File: src/rtl/sercom_pkg.sv
package sercom_pkg;

    localparam int MAX_BITS = 9;

    typedef enum logic [2:0] {
        T_IDLE,
        T_START,
        T_DATA,
        T_PAR,
        T_STOP
    } tx_state_t;

    typedef enum logic [2:0] {
        R_IDLE,
        R_START,
        R_DATA,
        R_PAR,
        R_STOP
    } rx_state_t;

    typedef struct packed {
        logic       enable;
        logic [3:0] nbits;
        logic       use_ext;
        logic       two_stop;
        logic       par_even;
        logic       par_en;
        logic       sleep;
    } frame_cfg_t;

    function automatic frame_cfg_t decode_mode(input logic [7:0] m);
        frame_cfg_t c;
        c.enable   = 1'b1;
        c.nbits    = 4'd8;
        case (m[2:0])
            3'b100:  c.nbits = 4'd7;
            3'b101:  c.nbits = 4'd8;
            3'b110:  c.nbits = 4'd9;
            default: c.enable = 1'b0;
        endcase
        c.use_ext  = m[3];
        c.two_stop = m[4];
        c.par_even = m[5];
        c.par_en   = m[6];
        c.sleep    = m[7];
        return c;
    endfunction

endpackage

File: src/rtl/sercom_baud.sv
module sercom_baud #(
    parameter int DIV_W       = 8,
    parameter int PRE_W       = 3,
    parameter int SYNC_STAGES = 2
) (
    input  logic             clk,
    input  logic             rst_n,
    input  logic             use_ext,
    input  logic             ext_clk,
    input  logic [1:0]       clk_div_sel,
    input  logic [DIV_W-1:0] div_n,
    output logic             tick16
);

    logic [SYNC_STAGES:0] ext_q;
    logic [PRE_W-1:0]     pre_cnt;
    logic [PRE_W-1:0]     pre_mask;
    logic [DIV_W-1:0]     div_cnt;
    logic                 src_tick;

    always_ff @(posedge clk or negedge rst_n) begin
        if (!rst_n) begin
            ext_q   <= '0;
            pre_cnt <= '0;
        end else begin
            ext_q   <= {ext_q[SYNC_STAGES-1:0], ext_clk};
            pre_cnt <= pre_cnt + 1'b1;
        end
    end

    always_comb begin
        pre_mask = PRE_W'((1 << clk_div_sel) - 1);
        if (use_ext)
            src_tick = ext_q[SYNC_STAGES-1] & ~ext_q[SYNC_STAGES];
        else
            src_tick = ((pre_cnt & pre_mask) == pre_mask);
    end

    always_ff @(posedge clk or negedge rst_n) begin
        if (!rst_n) begin
            div_cnt <= '0;
            tick16  <= 1'b0;
        end else begin
            tick16 <= 1'b0;
            if (src_tick) begin
                if (div_cnt >= div_n) begin
                    div_cnt <= '0;
                    tick16  <= 1'b1;
                end else begin
                    div_cnt <= div_cnt + 1'b1;
                end
            end
        end
    end

endmodule

File: src/rtl/sercom_tx.sv
module sercom_tx
    import sercom_pkg::*;
(
    input  logic                clk,
    input  logic                rst_n,
    input  logic                tick16,
    input  logic                enable,
    input  logic [3:0]          nbits,
    input  logic                two_stop,
    input  logic                par_en,
    input  logic                par_even,
    input  logic                cts_block,
    input  logic [MAX_BITS-1:0] tx_data,
    input  logic                tx_valid,
    output logic                tx_ready,
    output logic                txd
);

    tx_state_t           state;
    logic [3:0]          sub;
    logic [3:0]          bitn;
    logic [MAX_BITS-1:0] shreg;
    logic                par_bit;
    logic                stopn;
    logic                bit_end;
    logic [MAX_BITS-1:0] dmask;

    assign dmask   = {MAX_BITS{1'b1}} >> (4'(MAX_BITS) - nbits);
    assign bit_end = tick16 && (sub == 4'd15);

    always_ff @(posedge clk or negedge rst_n) begin
        if (!rst_n) begin
            state   <= T_IDLE;
            sub     <= '0;
            bitn    <= '0;
            shreg   <= '0;
            par_bit <= 1'b0;
            stopn   <= 1'b0;
        end else if (!enable) begin
            state <= T_IDLE;
        end else begin
            if (state != T_IDLE && tick16)
                sub <= sub + 4'd1;
            unique case (state)
                T_IDLE: begin
                    if (tx_valid && tx_ready) begin
                        shreg   <= tx_data & dmask;
                        par_bit <= (^(tx_data & dmask)) ^ ~par_even;
                        sub     <= '0;
                        state   <= T_START;
                    end
                end
                T_START: begin
                    if (bit_end) begin
                        bitn  <= '0;
                        state <= T_DATA;
                    end
                end
                T_DATA: begin
                    if (bit_end) begin
                        shreg <= shreg >> 1;
                        if (bitn == nbits - 4'd1) begin
                            stopn <= 1'b0;
                            state <= par_en ? T_PAR : T_STOP;
                        end else begin
                            bitn <= bitn + 4'd1;
                        end
                    end
                end
                T_PAR: begin
                    if (bit_end) begin
                        stopn <= 1'b0;
                        state <= T_STOP;
                    end
                end
                T_STOP: begin
                    if (bit_end) begin
                        if (stopn == two_stop)
                            state <= T_IDLE;
                        else
                            stopn <= 1'b1;
                    end
                end
            endcase
        end
    end

    always_comb begin
        tx_ready = 1'b0;
        txd      = 1'b1;
        unique case (state)
            T_IDLE:  tx_ready = enable && !cts_block;
            T_START: txd = 1'b0;
            T_DATA:  txd = shreg[0];
            T_PAR:   txd = par_bit;
            T_STOP:  txd = 1'b1;
        endcase
    end

endmodule

File: src/rtl/sercom_rx.sv
module sercom_rx
    import sercom_pkg::*;
(
    input  logic                clk,
    input  logic                rst_n,
    input  logic                tick16,
    input  logic                enable,
    input  logic [3:0]          nbits,
    input  logic                two_stop,
    input  logic                par_en,
    input  logic                par_even,
    input  logic                sleep,
    input  logic                rxd_s,
    input  logic                rx_ack,
    output logic [MAX_BITS-1:0] rx_data,
    output logic                rx_valid,
    output logic                rx_perr,
    output logic                rx_ferr
);

    rx_state_t           state;
    logic [3:0]          sub;
    logic [3:0]          bitn;
    logic [MAX_BITS-1:0] shreg;
    logic                par_acc;
    logic                ferr_acc;
    logic                stopn;
    logic                prev;
    logic                mid;
    logic                done;
    logic                discard;
    logic [MAX_BITS-1:0] aligned;

    assign mid     = (sub == 4'd15);
    assign done    = enable && tick16 && (state == R_STOP) && mid && (stopn == two_stop);
    assign aligned = shreg >> (4'(MAX_BITS) - nbits);
    assign discard = sleep && (nbits == 4'(MAX_BITS)) && !shreg[MAX_BITS-1];

    always_ff @(posedge clk or negedge rst_n) begin
        if (!rst_n) begin
            state    <= R_IDLE;
            sub      <= '0;
            bitn     <= '0;
            shreg    <= '0;
            par_acc  <= 1'b0;
            ferr_acc <= 1'b0;
            stopn    <= 1'b0;
            prev     <= 1'b1;
        end else if (!enable) begin
            state <= R_IDLE;
            prev  <= 1'b1;
        end else if (tick16) begin
            prev <= rxd_s;
            sub  <= sub + 4'd1;
            unique case (state)
                R_IDLE: begin
                    sub <= '0;
                    if (prev && !rxd_s)
                        state <= R_START;
                end
                R_START: begin
                    if (sub == 4'd7) begin
                        sub      <= '0;
                        bitn     <= '0;
                        par_acc  <= 1'b0;
                        ferr_acc <= 1'b0;
                        state    <= rxd_s ? R_IDLE : R_DATA;
                    end
                end
                R_DATA: begin
                    if (mid) begin
                        shreg   <= {rxd_s, shreg[MAX_BITS-1:1]};
                        par_acc <= par_acc ^ rxd_s;
                        if (bitn == nbits - 4'd1) begin
                            stopn <= 1'b0;
                            state <= par_en ? R_PAR : R_STOP;
                        end else begin
                            bitn <= bitn + 4'd1;
                        end
                    end
                end
                R_PAR: begin
                    if (mid) begin
                        par_acc <= par_acc ^ rxd_s;
                        stopn   <= 1'b0;
                        state   <= R_STOP;
                    end
                end
                R_STOP: begin
                    if (mid) begin
                        if (!rxd_s)
                            ferr_acc <= 1'b1;
                        if (stopn == two_stop)
                            state <= R_IDLE;
                        else
                            stopn <= 1'b1;
                    end
                end
            endcase
        end
    end

    always_ff @(posedge clk or negedge rst_n) begin
        if (!rst_n) begin
            rx_data  <= '0;
            rx_valid <= 1'b0;
            rx_perr  <= 1'b0;
            rx_ferr  <= 1'b0;
        end else if (done && !discard) begin
            rx_data  <= aligned;
            rx_valid <= 1'b1;
            rx_perr  <= par_en && (par_acc ^ ~par_even);
            rx_ferr  <= ferr_acc || !rxd_s;
        end else if (rx_ack) begin
            rx_valid <= 1'b0;
        end
    end

endmodule

File: src/rtl/sercom_async.sv
module sercom_async
    import sercom_pkg::*;
#(
    parameter int DIV_W       = 8,
    parameter int PRE_W       = 3,
    parameter int SYNC_STAGES = 2
) (
    input  logic                clk,
    input  logic                rst_n,
    input  logic [7:0]          mode_reg,
    input  logic [1:0]          clk_div_sel,
    input  logic                flow_en,
    input  logic [DIV_W-1:0]    brg_div,
    input  logic                ext_clk,
    input  logic [MAX_BITS-1:0] tx_data,
    input  logic                tx_valid,
    output logic                tx_ready,
    output logic [MAX_BITS-1:0] rx_data,
    output logic                rx_valid,
    input  logic                rx_ack,
    output logic                rx_perr,
    output logic                rx_ferr,
    output logic                txd,
    input  logic                rxd,
    input  logic                cts_n,
    output logic                rts_n
);

    frame_cfg_t             cfg;
    logic                   tick16;
    logic [SYNC_STAGES-1:0] rx_sync;

    assign cfg = decode_mode(mode_reg);

    always_ff @(posedge clk or negedge rst_n) begin
        if (!rst_n)
            rx_sync <= '1;
        else
            rx_sync <= {rx_sync[SYNC_STAGES-2:0], rxd};
    end

    sercom_baud #(.DIV_W(DIV_W), .PRE_W(PRE_W), .SYNC_STAGES(SYNC_STAGES)) u_baud (
        .clk         (clk),
        .rst_n       (rst_n),
        .use_ext     (cfg.use_ext),
        .ext_clk     (ext_clk),
        .clk_div_sel (clk_div_sel),
        .div_n       (brg_div),
        .tick16      (tick16)
    );

    sercom_tx u_tx (
        .clk       (clk),
        .rst_n     (rst_n),
        .tick16    (tick16),
        .enable    (cfg.enable),
        .nbits     (cfg.nbits),
        .two_stop  (cfg.two_stop),
        .par_en    (cfg.par_en),
        .par_even  (cfg.par_even),
        .cts_block (flow_en && cts_n),
        .tx_data   (tx_data),
        .tx_valid  (tx_valid),
        .tx_ready  (tx_ready),
        .txd       (txd)
    );

    sercom_rx u_rx (
        .clk      (clk),
        .rst_n    (rst_n),
        .tick16   (tick16),
        .enable   (cfg.enable),
        .nbits    (cfg.nbits),
        .two_stop (cfg.two_stop),
        .par_en   (cfg.par_en),
        .par_even (cfg.par_even),
        .sleep    (cfg.sleep),
        .rxd_s    (rx_sync[SYNC_STAGES-1]),
        .rx_ack   (rx_ack),
        .rx_data  (rx_data),
        .rx_valid (rx_valid),
        .rx_perr  (rx_perr),
        .rx_ferr  (rx_ferr)
    );

    assign rts_n = flow_en ? rx_valid : 1'b1;

endmodule

File: config.mk
export PLATFORM = sky130hd
export DESIGN_NAME = sercom_async
export DESIGN_NICKNAME = d
export VERILOG_FILES = /design/src/rtl/sercom_pkg.sv /design/src/rtl/sercom_baud.sv /design/src/rtl/sercom_tx.sv /design/src/rtl/sercom_rx.sv /design/src/rtl/sercom_async.sv
export SDC_FILE = /design/constraint.sdc
export NUM_CORES = 1
export LEC_CHECK = 0
export ABC_CLOCK_PERIOD_IN_PS = 2700
export BUFFER_PORTS_ARGS = -buffer_cell sky130_fd_sc_hd__buf_2
export CAP_MARGIN = 30
export CELL_PAD_IN_SITES_DETAIL_PLACEMENT = 0
export CELL_PAD_IN_SITES_GLOBAL_PLACEMENT = 1
export CORE_ASPECT_RATIO = 1.5
export CORE_MARGIN = 2
export CORE_UTILIZATION = 45
export DETAILED_ROUTE_END_ITERATION = 10
export PLACE_DENSITY = 0.88
export SLEW_MARGIN = 10
export SYNTH_ARGS = -nofsm -noshare
export SYNTH_HDL_FRONTEND = slang
export SYNTH_SLANG_ARGS = --single-unit
File: constraint.sdc
create_clock -name clk -period 2.7 [get_ports clk]
set_input_delay 0.54 -clock clk [delete_from_list [all_inputs] [get_ports clk]]
set_output_delay 0.54 -clock clk [all_outputs]
set_load 0.1 [all_outputs]
==> impl_metrics.json, run 1 <==
{
  "crit_slowest_cell": "dfrtp_1",
  "critical_path.max_stage_delay_ns": 0.48,
  "dr.first_iter.drc_count": 152,
  "io_buffers": 49,
  "synth.largest_area_cell": "dfrtp_1",
  "start_kind": "flop",
  "cts_inserted_buffers": 9,
  "cp.arrival_ns": 1.84,
  "grt_pass1_vias": 3291,
  "required_ns": 2.16,
  "cts.repair.resized": 0,
  "ys_top_cells_by_area": "dfrtp_1 42%, mux2_2 4.7%, o21ai_0 4.5%, nand2_1 4.5%, ha_1 4.1%",
  "gp_congestion": 0.857,
  "synth-compound-area-share_pct": 16.3,
  "dieArea_um2": 10400,
  "ys_types": 60,
  "final.period_utilization_pct": 88.2,
  "drc": 0,
  "grt_pass1_wl_um": 15000,
  "path_class": "reg -> out",
  "report.final.slew_viol_count": 0,
  "min_period_ns": 2.38,
  "wl_um": 8830,
  "htreeDepth": 3,
  "setup_viol": 0,
  "end_kind": "primary output",
  "hold_viol_final": 0,
  "critical-path-top-delay-family": "simple AND/OR/NAND/NOR gates",
  "overflow": 0,
  "worstPathCellList": "inv_1 -> nor3_1 -> a21oi_1 -> or2_2 -> buf_2",
  "num_vias": 3418,
  "synth_area_um2": 4310,
  "postSynth.asyncResetShare_pct": 100,
  "drive_above_1_share_pct": 20.8,
  "finalSetupTns_ns": 0,
  "rsz0062_at_grt": "false",
  "cts_setup_buffers": 0,
  "max_slew_margin_pct": 67.3,
  "crit_fanout": 9,
  "clockBufferDepth": 2,
  "antenna_cells": 0,
  "antenna_found_initial": 0,
  "drv_cap": 0,
  "hold_class": "in -> async",
  "nets": 550,
  "status": "finished, final reports clean",
  "leakage_uw": 0.00230,
  "synth_top_cells_by_count": "72 x dfrtp_1, 52 x nand2_1, 39 x o21ai_0, 32 x nor2_1, 22 x inv_1",
  "die_h_um": 124,
  "synth_nets": 501,
  "synthAdderAreaFrac_pct": 4.06,
  "numClockSinks": 75,
  "core_area_um2": 9310,
  "synth_cells": 452,
  "fin_skew_ns": 0.00909,
  "r2r_cells": 6,
  "dieWidth_um": 83.9,
  "synth-simple-area-share_pct": 20.6,
  "synth.top_cell.area_share_pct": 41.8,
  "muxShareOfSynthArea_pct": 7.71,
  "synth_ff_type": "dfrtp_1",
  "fillers": 853,
  "area_delta_synth_final_pct": 14.8,
  "power_density_nw_per_um2": 570,
  "cp_num_cells": 5,
  "synth_top_family_by_area": "simple AND/OR/NAND/NOR gates",
  "yosysWarnings": 0,
  "routed_via_density": 5.53,
  "synthXorXnorAreaFrac_pct": 3.65,
  "dpl.hpwl_um": 6500,
  "tightest_slew_ns": 0.489,
  "clk_latency_ns": 0.33,
  "seq_area_frac_synth_pct": 43.6,
  "ir_drop_v": 0.000379,
  "postLayoutCoreUtil_pct": 53.2,
  "grt_max_degree": 76,
  "cts_tree": "done",
  "detail-route-antenna-nets": 0,
  "fmax_mhz": 420,
  "finalHoldWorstSlack_ns": 0.0975,
  "grt_usage_pct": 18.1,
  "synth_area_per_cell_um2": 9.54,
  "io_pins": 50,
  "synth-seq-cells": 75,
  "ctsHoldBuffers": 0,
  "yosysMostFrequentCell": "dfrtp_1",
  "start_util_pct": 46.4,
  "root_buffer": "clkbuf_16",
  "placementRows": 43,
  "synth_edf_count": 0,
  "path_clk_slew_ns": 0.06,
  "critPathBufInv": 2,
  "first_pass_iters": 4,
  "route.detailed.wl_per_inst_um": 14.3
}
-- stage by stage --
| step | power [uW] | instances | worst slack, ns | area [um^2] |
|---|---|---|---|---|
| floorplan | 1620 | 452 | 0.340 | 4310 |
| global placement | 1740 | 601 | 0.428 | 4650 |
| detailed placement | 1770 | 601 | 0.388 | 4650 |
| CTS | 2860 | 617 | 0.303 | 4920 |
| global route | 2980 | 618 | 0.196 | 4950 |
| finish | 2820 | 618 | 0.320 | 4950 |
-- flip-flops by register name, indices dropped and copies added, names as in the netlist, 2 cells and up --
| register | count |
|---|---|
| rx_sync | 2 |
| u_rx.rx_data | 9 |
| u_baud.pre_cnt | 3 |
| u_tx.shreg | 9 |
| u_rx.sub | 4 |
| u_rx.bitn | 4 |
| u_rx.state | 3 |
| u_baud.ext_q | 3 |
| u_rx.shreg | 9 |
| u_tx.sub | 4 |
| u_baud.div_cnt | 8 |
| u_tx.state | 3 |
| u_tx.bitn | 4 |
-- final cells by class --
cell class	count	area, um^2	share of cell area (%)
Multi-Input combinational cell	337	2260	45.6
Sequential cell	75	1880	38.0
Timing Repair Buffer	56	320	6.47
Clock buffer	9	225	4.55
Tap cell	112	140	2.83
Inverter	22	82.6	1.67
Clock inverter	7	45.0	0.910
-- final timing paths --
path	slack (ns)	end	startpoint
max in group asynchronous	2.00	u_rx.prev$_DFFE_PN1N_	rst_n
hold reg to reg	0.35	u_baud.ext_q[1]$_DFF_PN0_	u_baud.ext_q[0]$_DFF_PN0_
setup reg to reg	0.52	u_rx.rx_data[5]$_DFFE_PN0P_	u_rx.sub[0]$_DFFE_PN0N_
min in group clk	0.30	rx_sync[0]$_DFF_PN1_	rxd
setup / recovery	0.32	txd	u_tx.state[1]$_DFFE_PN0P_
hold / removal	0.1	u_tx.sub[0]$_DFFE_PN0P_	rst_n
-- cell usage in the layout (no fill, tap or decap), types with 5 or more instances in the layout --
cell,synthesis,routed
mux2i_1,13,13
inv_1,22,22
mux2_2,18,18
or3_1,6,6
a31oi_1,12,12
o21ai_0,39,39
ha_1,14,14
xnor2_1,14,14
nand3_1,15,15
dfrtp_1,72,72
nand2_1,52,52
clkbuf_16,0,9
buf_2,6,48
nand2b_1,11,11
and3_1,5,5
buf_4,3,7
and2_1,6,6
a211o_1,5,5
nor2_1,32,32
a22o_1,5,5
a21oi_1,17,17
nor3_1,9,9
nor2b_1,7,7
-- kinds of logic after synthesis --
family          after synthesis
simple gates                169
compound gates              105
flops                        75
buf+inv                      40
mux                          31
xor+xnor                     18
fa+ha+maj                    14
-- per-layer routing --
| layer | global-route usage (%) | part of all wire [%] |
|---|---|---|
| met5 | 0 | 0 |
| met4 | 7.26 | 1.5 |
| met3 | 3.25 | 3.5 |
| met2 | 33.3 | 52 |
| met1 | 20.8 | 43 |
-- where the power goes --
group	switching [uW]	internal, uW
clock	458	615
sequential	94.0	1220
combinational	239	199
total	791	2030
-- worst reg2reg max path, cell delays in order, from the launching register on --
cell      delay [ns]
dfrtp_1         0.39
ha_1            0.31
nand3_1         0.18
nand2b_1        0.26
nor4_4          0.31
buf_4           0.25
mux2_2          0.35
Power figures use the tool's default switching activity.
==> run 2: changes to the inputs <==
==> constraint.sdc (replaced) <==
create_clock -name clk -period 2.7 [get_ports clk]
set_input_delay 0.54 -clock clk [delete_from_list [all_inputs] [get_ports clk]]
set_output_delay 0.54 -clock clk [all_outputs]
set_load 0.05 [all_outputs]
==> impl_metrics.json, run 2 (same netlist as run 1, synthesis figures left out) <==
{
  "cts_tree": "done",
  "first_pass_iters": 4,
  "grt_pass1_vias": 3460,
  "hold_class": "in -> async",
  "tightest_slew_ns": 0.610,
  "power.total_uw": 2920,
  "crit_slowest_cell": "dfrtp_1",
  "overflow": 0,
  "status": "finished, final reports clean",
  "cp.arrival_ns": 1.74,
  "clockBufferDepth": 2,
  "max_slew_margin_pct": 59.3,
  "gp_congestion": 0.835,
  "grt_usage_pct": 19.2,
  "detail-route-antenna-nets": 0,
  "min_period_ns": 2.28,
  "antenna_cells": 0,
  "crit_fanout": 9,
  "finalSetupTns_ns": 0,
  "hold_viol_final": 0,
  "antenna_found_initial": 0,
  "ctsHoldBuffers": 0,
  "fillers": 851,
  "io_pins": 50,
  "layout_commonest_cell": "dfrtp_1",
  "dieWidth_um": 83.9,
  "end_kind": "primary output",
  "drc": 0,
  "start_kind": "flop",
  "core_area_um2": 9310,
  "setup_viol": 0,
  "wl_um": 9210,
  "leakage_uw": 0.00232,
  "path_class": "reg -> out",
  "placementRows": 43,
  "dr.first_iter.drc_count": 166,
  "grt_max_degree": 76,
  "drive_above_1_share_pct": 20.9,
  "dieArea_um2": 10400,
  "routed_via_density": 5.56,
  "die_h_um": 124,
  "path_clk_slew_ns": 0.06,
  "nets": 552,
  "rsz0062_at_grt": "false",
  "htreeDepth": 3,
  "route.detailed.wl_per_inst_um": 14.9,
  "power_density_nw_per_um2": 584,
  "root_buffer": "clkbuf_16",
  "clk_latency_ns": 0.34,
  "cts.repair.resized": 0,
  "area_delta_synth_final_pct": 15.7,
  "final.period_utilization_pct": 84.6,
  "ir_drop_v": 0.000373,
  "required_ns": 2.16,
  "num_vias": 3445,
  "fmax_mhz": 438,
  "report.final.slew_viol_count": 0,
  "drv_cap": 0,
  "io_buffers": 49,
  "worstPathCellList": "inv_1 -> nor3_1 -> a21oi_1 -> or2_2 -> buf_2",
  "numClockSinks": 75,
  "cts_setup_buffers": 0,
  "grt_pass1_wl_um": 16000,
  "fin_skew_ns": 0.00367,
  "start_util_pct": 46.4,
  "dpl.hpwl_um": 6790,
  "cts_inserted_buffers": 9,
  "final_cell_mix": "72 x dfrtp_1, 52 x nand2_1, 48 x buf_2",
  "reg.largest.list": "u_rx.rx_data: 9 flops, u_rx.shreg: 9 flops, u_tx.shreg: 9 flops",
  "critical_path.max_stage_delay_ns": 0.50
}
[run 2: per-stage QoR]
| step | cell area [um^2] | hold WS, ns | setup WS, ns | instances | utilization [%] |
|---|---|---|---|---|---|
| 3_5_place_dp | 4670 | 0.339 | 0.402 | 603 | 50.2 |
| 5_1_grt | 4990 | 0.0237 | 0.275 | 620 | 53.6 |
| 4_1_cts | 4960 | 0.291 | 0.397 | 619 | 53.3 |
| 6_report | 4990 | 0.0332 | 0.416 | 620 | 53.6 |
| 2_1_floorplan | 4310 | 0.244 | 0.673 | 452 | - |
| 3_3_place_gp | 4670 | 0.335 | 0.464 | 603 | 50.2 |
[run 2: area by class of cell]
class / count / area (um^2) / area share [%]
Clock buffer: 10 / 229 / 4.59
Clock inverter: 6 / 66.3 / 1.33
Inverter: 22 / 82.6 / 1.65
Multi-Input combinational cell: 337 / 2260 / 45.2
Sequential cell: 75 / 1880 / 37.7
Tap cell: 112 / 140 / 2.81
Timing Repair Buffer: 58 / 335 / 6.72
[run 2: path summary, 6_finish.rpt]
path / start / end / slack [ns] / depth (start not counted)
worst max register to register: u_rx.sub[0]$_DFFE_PN0N_ / u_rx.rx_data[4]$_DFFE_PN0P_ / 0.52 / 6
worst max-delay path: u_tx.state[1]$_DFFE_PN0P_ / txd / 0.42 / 5
min in group clk: rxd / rx_sync[0]$_DFF_PN1_ / 0.30 / 1
worst min register to register: u_baud.ext_q[0]$_DFF_PN0_ / u_baud.ext_q[1]$_DFF_PN0_ / 0.35 / 0
max in group asynchronous: rst_n / u_rx.prev$_DFFE_PN1N_ / 1.93 / 3
worst min-delay path: rst_n / u_tx.sub[3]$_DFFE_PN0P_ / 0.03 / 1
[run 2: critical path: cells and delay by family, from the launching register on]
kind / cells / cell delay [ns]
buffers and inverters: 2 / 0.38
AND/OR/NAND/NOR: 2 / 0.48
flip-flops: 1 / 0.50
AO/OA/AOI/OAI: 1 / 0.05
[run 2: per-layer routing]
| metal | part of all wire [%] | GRT usage (%) | vias to the layer above |
|---|---|---|---|
| met5 | 0 | 0 | - |
| met3 | 4.4 | 4.97 | 12 |
| met1 | 43 | 22.3 | 1655 |
| li1 | - | - | 1710 |
| met4 | 1.6 | 7.56 | 0 |
| met2 | 51 | 34.2 | 68 |
[run 2: power breakdown]
part / switching [uW] / internal (uW)
Combinational: 228 / 200
Clock: 460 / 715
Sequential: 96.7 / 1220
